### src/rtl/br_pkg.sv
package br_pkg;

  localparam int KIND_W = 2;

  typedef enum logic [KIND_W-1:0] {
    BK_NONE = 2'd0,
    BK_EQZ  = 2'd1,
    BK_NEZ  = 2'd2,
    BK_RSVD = 2'd3
  } br_kind_e;

  localparam int INSN_BYTES = 4;
  localparam int INSN_SHIFT = 2;

endpackage

### src/rtl/br_zero_detect.sv
// Zero test built as a balanced binary OR tree. There is no subtractor.
// Nodes are kept in heap order: node i has children 2i+1 and 2i+2.
// The leaves start at index LEAVES-1. Leaves beyond WIDTH are tied low.
module br_zero_detect #(
  parameter int WIDTH = 32
) (
  input  logic [WIDTH-1:0] operand,
  output logic             is_zero
);

  localparam int LEAVES = 1 << $clog2(WIDTH);
  localparam int NODES  = 2 * LEAVES - 1;

  logic [NODES-1:0] node;

  genvar j;
  generate
    for (j = 0; j < LEAVES; j++) begin : g_leaf
      if (j < WIDTH) begin : g_real
        assign node[LEAVES-1+j] = operand[j];
      end else begin : g_pad
        assign node[LEAVES-1+j] = 1'b0;
      end
    end
  endgenerate

  genvar i;
  generate
    for (i = 0; i < LEAVES - 1; i++) begin : g_inner
      assign node[i] = node[2*i+1] | node[2*i+2];
    end
  endgenerate

  assign is_zero = ~node[0];

endmodule

### src/rtl/br_target_adder.sv
// Branch destination adder, kept apart from the execute ALU.
module br_target_adder #(
  parameter int XLEN  = 32,
  parameter int OFF_W = 16
) (
  input  logic [XLEN-1:0]  pc,
  input  logic [OFF_W-1:0] offset,
  output logic [XLEN-1:0]  target
);
  import br_pkg::*;

  localparam int EXT_W = XLEN - OFF_W - INSN_SHIFT;

  logic [XLEN-1:0] seq_pc;
  logic [XLEN-1:0] byte_off;

  assign seq_pc   = pc + XLEN'(INSN_BYTES);
  assign byte_off = {{EXT_W{offset[OFF_W-1]}}, offset, {INSN_SHIFT{1'b0}}};
  assign target   = seq_pc + byte_off;

endmodule

### src/rtl/br_decide.sv
// Turns the kind and the zero flag into the redirect and kill controls.
module br_decide (
  input  logic             valid,
  input  logic             stall,
  input  br_pkg::br_kind_e kind,
  input  logic             is_zero,
  input  logic             slot_mode,
  output logic             redirect,
  output logic             kill
);
  import br_pkg::*;

  logic fire;
  logic cond;

  assign fire = valid & ~stall;

  always_comb begin
    unique case (kind)
      BK_EQZ:  cond = is_zero;
      BK_NEZ:  cond = ~is_zero;
      default: cond = 1'b0;
    endcase
  end

  assign redirect = fire & cond;
  assign kill     = redirect & ~slot_mode;

endmodule

### src/rtl/br_early_resolve.sv
module br_early_resolve #(
  parameter int XLEN  = 32,
  parameter int OFF_W = 16
) (
  input  logic                      clk,
  input  logic                      rst_n,
  input  logic                      dec_valid,
  input  logic                      dec_stall,
  input  logic [br_pkg::KIND_W-1:0] dec_kind,
  input  logic [XLEN-1:0]           dec_operand,
  input  logic [XLEN-1:0]           dec_pc,
  input  logic [OFF_W-1:0]          dec_offset,
  input  logic                      slot_mode,
  output logic                      redirect,
  output logic [XLEN-1:0]           redirect_target,
  output logic                      kill_fetch,
  output logic                      decode_bubble
);
  import br_pkg::*;

  logic     op_zero;
  br_kind_e kind;
  logic     bubble_q;

  assign kind = br_kind_e'(dec_kind);

  br_zero_detect #(.WIDTH(XLEN)) u_zero (
    .operand (dec_operand),
    .is_zero (op_zero)
  );

  br_target_adder #(.XLEN(XLEN), .OFF_W(OFF_W)) u_tgt (
    .pc     (dec_pc),
    .offset (dec_offset),
    .target (redirect_target)
  );

  br_decide u_dec (
    .valid     (dec_valid),
    .stall     (dec_stall),
    .kind      (kind),
    .is_zero   (op_zero),
    .slot_mode (slot_mode),
    .redirect  (redirect),
    .kill      (kill_fetch)
  );

  // The squashed fetch reaches decode on the next edge.
  always_ff @(posedge clk) begin
    if (!rst_n) bubble_q <= 1'b0;
    else        bubble_q <= kill_fetch;
  end

  assign decode_bubble = bubble_q;

endmodule

### config.mk
export PLATFORM = sky130hd
export DESIGN_NAME = br_early_resolve
export DESIGN_NICKNAME = d
export VERILOG_FILES = /design/src/rtl/br_pkg.sv /design/src/rtl/br_zero_detect.sv /design/src/rtl/br_target_adder.sv /design/src/rtl/br_decide.sv /design/src/rtl/br_early_resolve.sv
export SDC_FILE = /design/constraint.sdc
export NUM_CORES = 1
export LEC_CHECK = 0
export BUFFER_PORTS_ARGS = -buffer_cell sky130_fd_sc_hd__buf_2
export CORE_UTILIZATION = 40
export DETAILED_ROUTE_END_ITERATION = 8
export PLACE_DENSITY_LB_ADDON = 0.12
export SLEW_MARGIN = 20
export SYNTH_ARGS = -nofsm -noshare
export SYNTH_HDL_FRONTEND = slang
export SYNTH_SLANG_ARGS = --single-unit
export TNS_END_PERCENT = 50
### constraint.sdc
create_clock -name clk -period 2.95 [get_ports clk]
set_input_delay 0.4425 -clock clk [delete_from_list [all_inputs] [get_ports clk]]
set_output_delay 0.4425 -clock clk [all_outputs]
set_load 0.005 [all_outputs]
==> key figures, run 1 <==
Setup path
  • Critical path data required time: 2.51 ns
  • Crit path to: redirect_target[27]
  • Setup Crit Path Kind: primary input to output pin
  • Buffers plus inverters on the worst setup path: 3
  • Worst path slowest cell: fa_2
  • Worst path cell trace: buf_6 > ha_4 > ha_4 > fa_2 > a211oi_2 > o21ai_2 > o21ai_1 > o211ai_1 > a211oi_2 > buf_4 > o211ai_1 > xor2_1 > buf_2
  • Largest delay share family, worst path: compound AO/OA/AOI/OAI gates
  • Crit path from: dec_pc[3]
  • Crit-path max FO: 4
  • Crit-path max cell delay: 0.36 ns
  • Critical path endpoint category: output pin
  • CP arrival: 2.71 ns
  • Critical path startpoint category: primary input
  • Critical path depth: 13

Timing
  • Hold Fails Final Rpt: 0
  • Post-route clock period utilization: 107%
  • # setup viols final: 14
  • Sum Neg Setup Slack: -1.47 ns
  • Final WS setup: -0.202 ns
  • Slew HR: 73.7%
  • Max Slew Vio Count: 0
  • Worst-Margin Slew: 0.391 ns
  • FMAX: 317 MHz
  • RSZ-0062 raised after global routing: true
  • Fin crit period: 3.15 ns

Placement
  • GP Congestion: 0.836
  • Post-placement cell area: 0.00310 mm^2
  • PortBufs: 117
  • Final HPWL DP: 4970 um

Logic synthesis
  • Cells after Synth: 245
  • Synth Area per Inst: 8.04 um^2
  • Top cell type's share of synthesized area: 36.2%
  • Sequential-to-total area share from yosys stat: 1.02%
  • Asr flop ratio synth: 0%
  • Synth Flop Type: dfxtp_1
  • Post-synth EDFFs: 0
  • Synthesized flop and latch total: 1
  • Mapped Area: 0.00197 mm^2
  • Ranking of synthesized cells by area: ha_1 (36%), xnor2_1 (7.1%), xor2_1 (5.8%)
  • Synth unique cells: 48
  • Leading area contributor after synthesis: ha_1
  • Warnings, synthesis: 0
  • Post-Syn Nets: 390

GRT
  • Largest net degree at the start of global routing: 10
  • Initial antenna violation count: 0
  • GRT overflow: 0
  • GRT Total Usage: 22.0%
  • Vias in the first global route: 2,298
  • First-pass GRT wire length: 9600 um

Layout
  • Total Nets Final: 571
  • Layout cell share with drive strength beyond 1: 57.3%
  • Area Growth Syn to Fin: 77.6%
  • Total inserted antenna cells: 0
  • Largest register FFs: 1
  • Final instance area: 0.00350 mm^2

Power and ir drop
  • Leakage: 1.74 nW
  • Maximum vdd ir drop: 0.167 mV
  • PD cells: 275 mW/mm^2
  • Total power draw: 964 uW

Route
  • Starting DRT DRC Count: 42
  • Routed Antenna Nets: 0
  • Vias post-DR: 2,493
  • DRC errors left: 0
  • Mean number of vias per cell: 5.08
  • Pre-Repair DR Iteration Count: 5
  • Wire length per cell: 12.5 um
  • Final wirelength: 6140 um

CTS
  • CTS clk-pin slew, worst paths: 0 ns

Min path
  • Hold WC Path Type: primary input to flip-flop

Floorplan
  • DIE AREA: 0.00521 mm^2
  • Initial core utilization: 41.7%
  • Cell Rows: 25
  • Chip height: 72.2 um
  • Io pins: 122
  • Core Footprint: 0.00472 mm^2
  • Die X: 72.2 um

Status
  • Status: finished with violations
  • Failing checks: negative setup slack

Job
  • Max-cap violations: 0
-- layout make-up --
type | instances | area [um^2]
Timing Repair Buffer | 188 | 1140
Multi-Input combinational cell | 225 | 2220
Tap cell | 67 | 83.8
Sequential cell | 1 | 20.0
Fill cell | 388 | 1220
Inverter | 10 | 37.5
-- routing by layer --
layer / GRT usage, % / up-vias / share of wire [%]
met3: 0.833 / 0 / 3.0
met1: 27.4 / 1133 / 44
met5: 0 / - / 0
met2: 43.5 / 62 / 53
li1: - / 1298 / -
met4: 0.654 / 0 / 0
-- report_power, final --
group	internal [mW]	total, mW	switching [mW]	leakage, nW
clock network	0	0	0	0
registers	0.0139	0.0140	0.0000245	0.00807
logic	0.524	0.950	0.426	1.73
-- worst min-delay path by stage --
stage | startpoint | end | slack, ns | cells after the start
6_report | rst_n | decode_bubble$_SDFF_PN0_ | 0.64 | 2
5_1_grt | rst_n | decode_bubble$_SDFF_PN0_ | 0.68 | 2
4_1_cts | rst_n | decode_bubble$_SDFF_PN0_ | 0.65 | 2
3_5_place_dp | rst_n | decode_bubble$_SDFF_PN0_ | 0.65 | 2
3_3_place_gp | rst_n | decode_bubble$_SDFF_PN0_ | 0.64 | 2
2_1_floorplan | rst_n | decode_bubble$_SDFF_PN0_ | 0.56 | 1
-- Yosys cell counts, types with 2 or more instances --
cell type	number
a21o_1	4
a21oi_1	21
inv_1	10
nor3_1	3
and2_1	3
clkbuf_1	6
xnor2_1	16
o21ai_1	2
and3_1	3
o31ai_1	2
o211ai_1	5
nand4_1	7
nand2_1	17
a211oi_1	2
buf_4	2
o21a_1	2
xor2_1	13
nor4_1	8
ha_1	57
nor2b_1	5
nand3_1	5
o21ai_0	12
a31oi_1	5
o21bai_1	2
a31o_2	2
a221oi_2	2
nor2_1	8
-- logic make-up after synthesis --
group	Yosys count	synth area share, %
adder cells (fa/ha/maj)	58	37.2
XOR/XNOR	29	12.9
AND/OR/NAND/NOR	63	16.5
flip-flops	1	1.02
multiplexers	1	0.508
AO/OA/AOI/OAI	74	27.8
buffers and inverters	19	4.06
-- through the flow --
step	worst slack, ns	utilization (%)	cells	hold slack, ns
finish	-0.202	74.1	491	0.645
global route	-0.386	74.1	491	0.677
global placement	-0.315	65.6	484	0.642
detailed placement	-0.360	65.6	484	0.648
CTS	-0.221	72.7	488	0.648
floorplan	0.0134	-	245	0.564
-- layout by cell type, fill, tap and decap left out, types with 7 or more instances in the layout --
master,n
buf_2,114
buf_4,71
ha_1,35
ha_4,21
nand2_1,17
a21oi_1,16
xnor2_1,15
xor2_1,13
o21ai_0,10
nor4_1,8
inv_1,7
nand4_1,7
nor2_1,7
-- repair_timing --
item | CTS | global route
gates resized for setup | 40 | 9
gates cloned | 0 | 0
pin swaps | 19 | 2
buffers inserted | 4 | 3
hold buffers | 0 | 0
setup endpoints to repair | 16 | 18
Note: power is estimated with default switching activity, not from simulation.
==> run 2, diff against run 1 <==
==> constraint.sdc (replaced) <==
create_clock -name clk -period 2.7 [get_ports clk]
set_input_delay 0.405 -clock clk [delete_from_list [all_inputs] [get_ports clk]]
set_output_delay 0.405 -clock clk [all_outputs]
set_load 0.005 [all_outputs]
==> key figures, run 2 (synthesis results as in run 1) <==
Status
  • Status: finished with violations
  • Failing checks: negative setup slack

Placement
  • GP Congestion: 0.845 (+1.1%)
  • Final HPWL DP: 5160 um (+3.7%)
  • PortBufs: 117 (unchanged)

Floorplan
  • DIE AREA: 0.00521 mm^2 (unchanged)
  • Initial core utilization: 41.7% (unchanged)
  • Io pins: 122 (unchanged)
  • Die X: 72.2 um (unchanged)
  • Core Footprint: 0.00472 mm^2 (unchanged)
  • Cell Rows: 25 (unchanged)
  • Chip height: 72.2 um (unchanged)

Route
  • Wire length per cell: 14.2 um (+14%)
  • DRC errors left: 0 (unchanged)
  • Final wirelength: 7120 um (+16%)
  • Routed Antenna Nets: 0 (unchanged)
  • Mean number of vias per cell: 5.27 (+3.8%)
  • Vias post-DR: 2,636 (+5.7%)
  • Pre-Repair DR Iteration Count: 4 (-1)
  • Starting DRT DRC Count: 68 (+62%)

Job
  • Max-cap violations: 0 (unchanged)

GRT
  • Vias in the first global route: 2,501 (+8.8%)
  • GRT Total Usage: 25.1% (+3.1 points)
  • First-pass GRT wire length: 10,700 um (+12%)
  • Largest net degree at the start of global routing: 8 (-2)
  • GRT overflow: 0 (unchanged)
  • Initial antenna violation count: 0 (unchanged)

CTS
  • Hold Buf Count CTS: 0 (unchanged)
  • CTS clk-pin slew, worst paths: 0 ns (unchanged)

Setup path
  • Setup Crit Path Kind: primary input to output pin
  • Critical path endpoint category: output pin
  • Critical path data required time: 2.30 ns (-0.21 ns)
  • Crit-path max FO: 3 (-1)
  • CP arrival: 2.75 ns (+0.04 ns)
  • Worst path slowest cell: a211oi_2
  • Crit-path max cell delay: 0.37 ns (about the same)
  • Worst path cell trace: buf_6 > ha_4 > ha_4 > fa_2 > a211oi_2 > o21ai_2 > o21ai_2 > o211ai_1 > a211oi_2 > buf_4 > o31ai_2 > xor2_1 > buf_2
  • Critical path startpoint category: primary input

Layout
  • Commonest cells after routing, fill and taps aside: buf_2 (112), buf_4 (78), ha_4 (35)
  • Final Util: 81.4% (+7.3 points)
  • Fill count: 309 (-20%)
  • Area Growth Syn to Fin: 95.1%
  • Commonest non-fill, non-tap cell in the layout: buf_2
  • Largest register FFs: 1 (unchanged)
  • Layout cell share with drive strength beyond 1: 64.0% (+6.7 points)
  • Total inserted antenna cells: 0 (unchanged)
  • Total Nets Final: 580 (+1.6%)

Timing
  • Slew HR: 76.5% (+2.8 points)
  • Fin crit period: 3.15 ns
  • # setup viols final: 18 (+4)
  • Post-route clock period utilization: 117%
  • Hold Fails Final Rpt: 0 (unchanged)
  • Worst-Margin Slew: 0.351 ns (-0.0401 ns)
  • RSZ-0062 raised after global routing: true
  • Max Slew Vio Count: 0 (unchanged)
  • Final WS setup: -0.454 ns (-0.252 ns)
  • FMAX: 317 MHz

Min path
  • Hold Path Sink: decode_bubble$_SDFF_PN0_
  • Hold path start: rst_n
  • Hold depth: 2 (unchanged)
  • Hold WC Path Type: primary input to flip-flop

Power and ir drop
  • Maximum vdd ir drop: 0.202 mV (+21%)
  • PD cells: 311 mW/mm^2 (+13%)
  • Leakage: 1.82 nW (+4.6%)
  • Total power draw: 1.19 mW (+24%)
-- run 2: cell type report --
type / count / area, um^2 / area share (%)
Multi-Input combinational cell: 225 / 2480 / 64.5
Timing Repair Buffer: 197 / 1220 / 31.9
Tap cell: 67 / 83.8 / 2.18
Inverter: 10 / 37.5 / 0.976
Sequential cell: 1 / 20.0 / 0.521
-- run 2: critical path, delay by kind of cell --
| family | cells | cell delay (ns) |
|---|---|---|
| xor+xnor | 1 | 0.16 |
| fa+ha+maj | 3 | 0.74 |
| buf+inv | 3 | 0.44 |
| compound gates | 6 | 1.02 |
-- run 2: how the worst max path moves through the flow --
stage | startpoint | end | slack, ns | depth (start not counted)
after floorplan | dec_pc[3] | redirect_target[31] | -0.15 | 10
after global placement | dec_pc[3] | redirect_target[31] | -0.46 | 12
final | dec_pc[3] | redirect_target[25] | -0.45 | 13
after CTS | dec_pc[3] | redirect_target[25] | -0.42 | 13
after detailed placement | dec_pc[3] | redirect_target[31] | -0.52 | 12
after global routing | dec_pc[3] | redirect_target[25] | -0.58 | 13
-- run 2: through the flow --
step / setup TNS, ns / cell area (um^2) / setup WS [ns] / instances / hold slack [ns]
finish: -4.08 / 3840 / -0.454 / 500 / 0.608
global route: -6.28 / 3840 / -0.576 / 500 / 0.622
CTS: -3.70 / 3740 / -0.422 / 498 / 0.613
detailed placement: -7.12 / 3190 / -0.525 / 495 / 0.620
global placement: -6.15 / 3190 / -0.459 / 495 / 0.606
floorplan: -0.991 / 2000 / -0.148 / 245 / 0.527
-- run 2: repair_timing --
action / 4_1_cts / 5_1_grt
pin swaps: 25 / 16
endpoints found under the setup margin: 21 / 22
gates cloned: 0 / 0
gates resized for setup: 61 / 19
buffers inserted: 3 / 2
-- run 2: layer usage --
layer / global-route usage, % / vias up / routed length, um
met5: 0 / - / 0
met4: 6.75 / 0 / 175
met3: 1.81 / 20 / 250
met2: 50.3 / 88 / 3800
met1: 28.0 / 1204 / 2890
li1: - / 1324 / -
-- run 2: power breakdown --
part           leakage [nW]  total, mW  internal (mW)  switching, mW
Clock                     0          0              0              0
Combinational          1.81       1.18          0.650          0.529
Sequential          0.00807     0.0153         0.0152      0.0000318
Total                  1.82       1.19          0.665          0.529
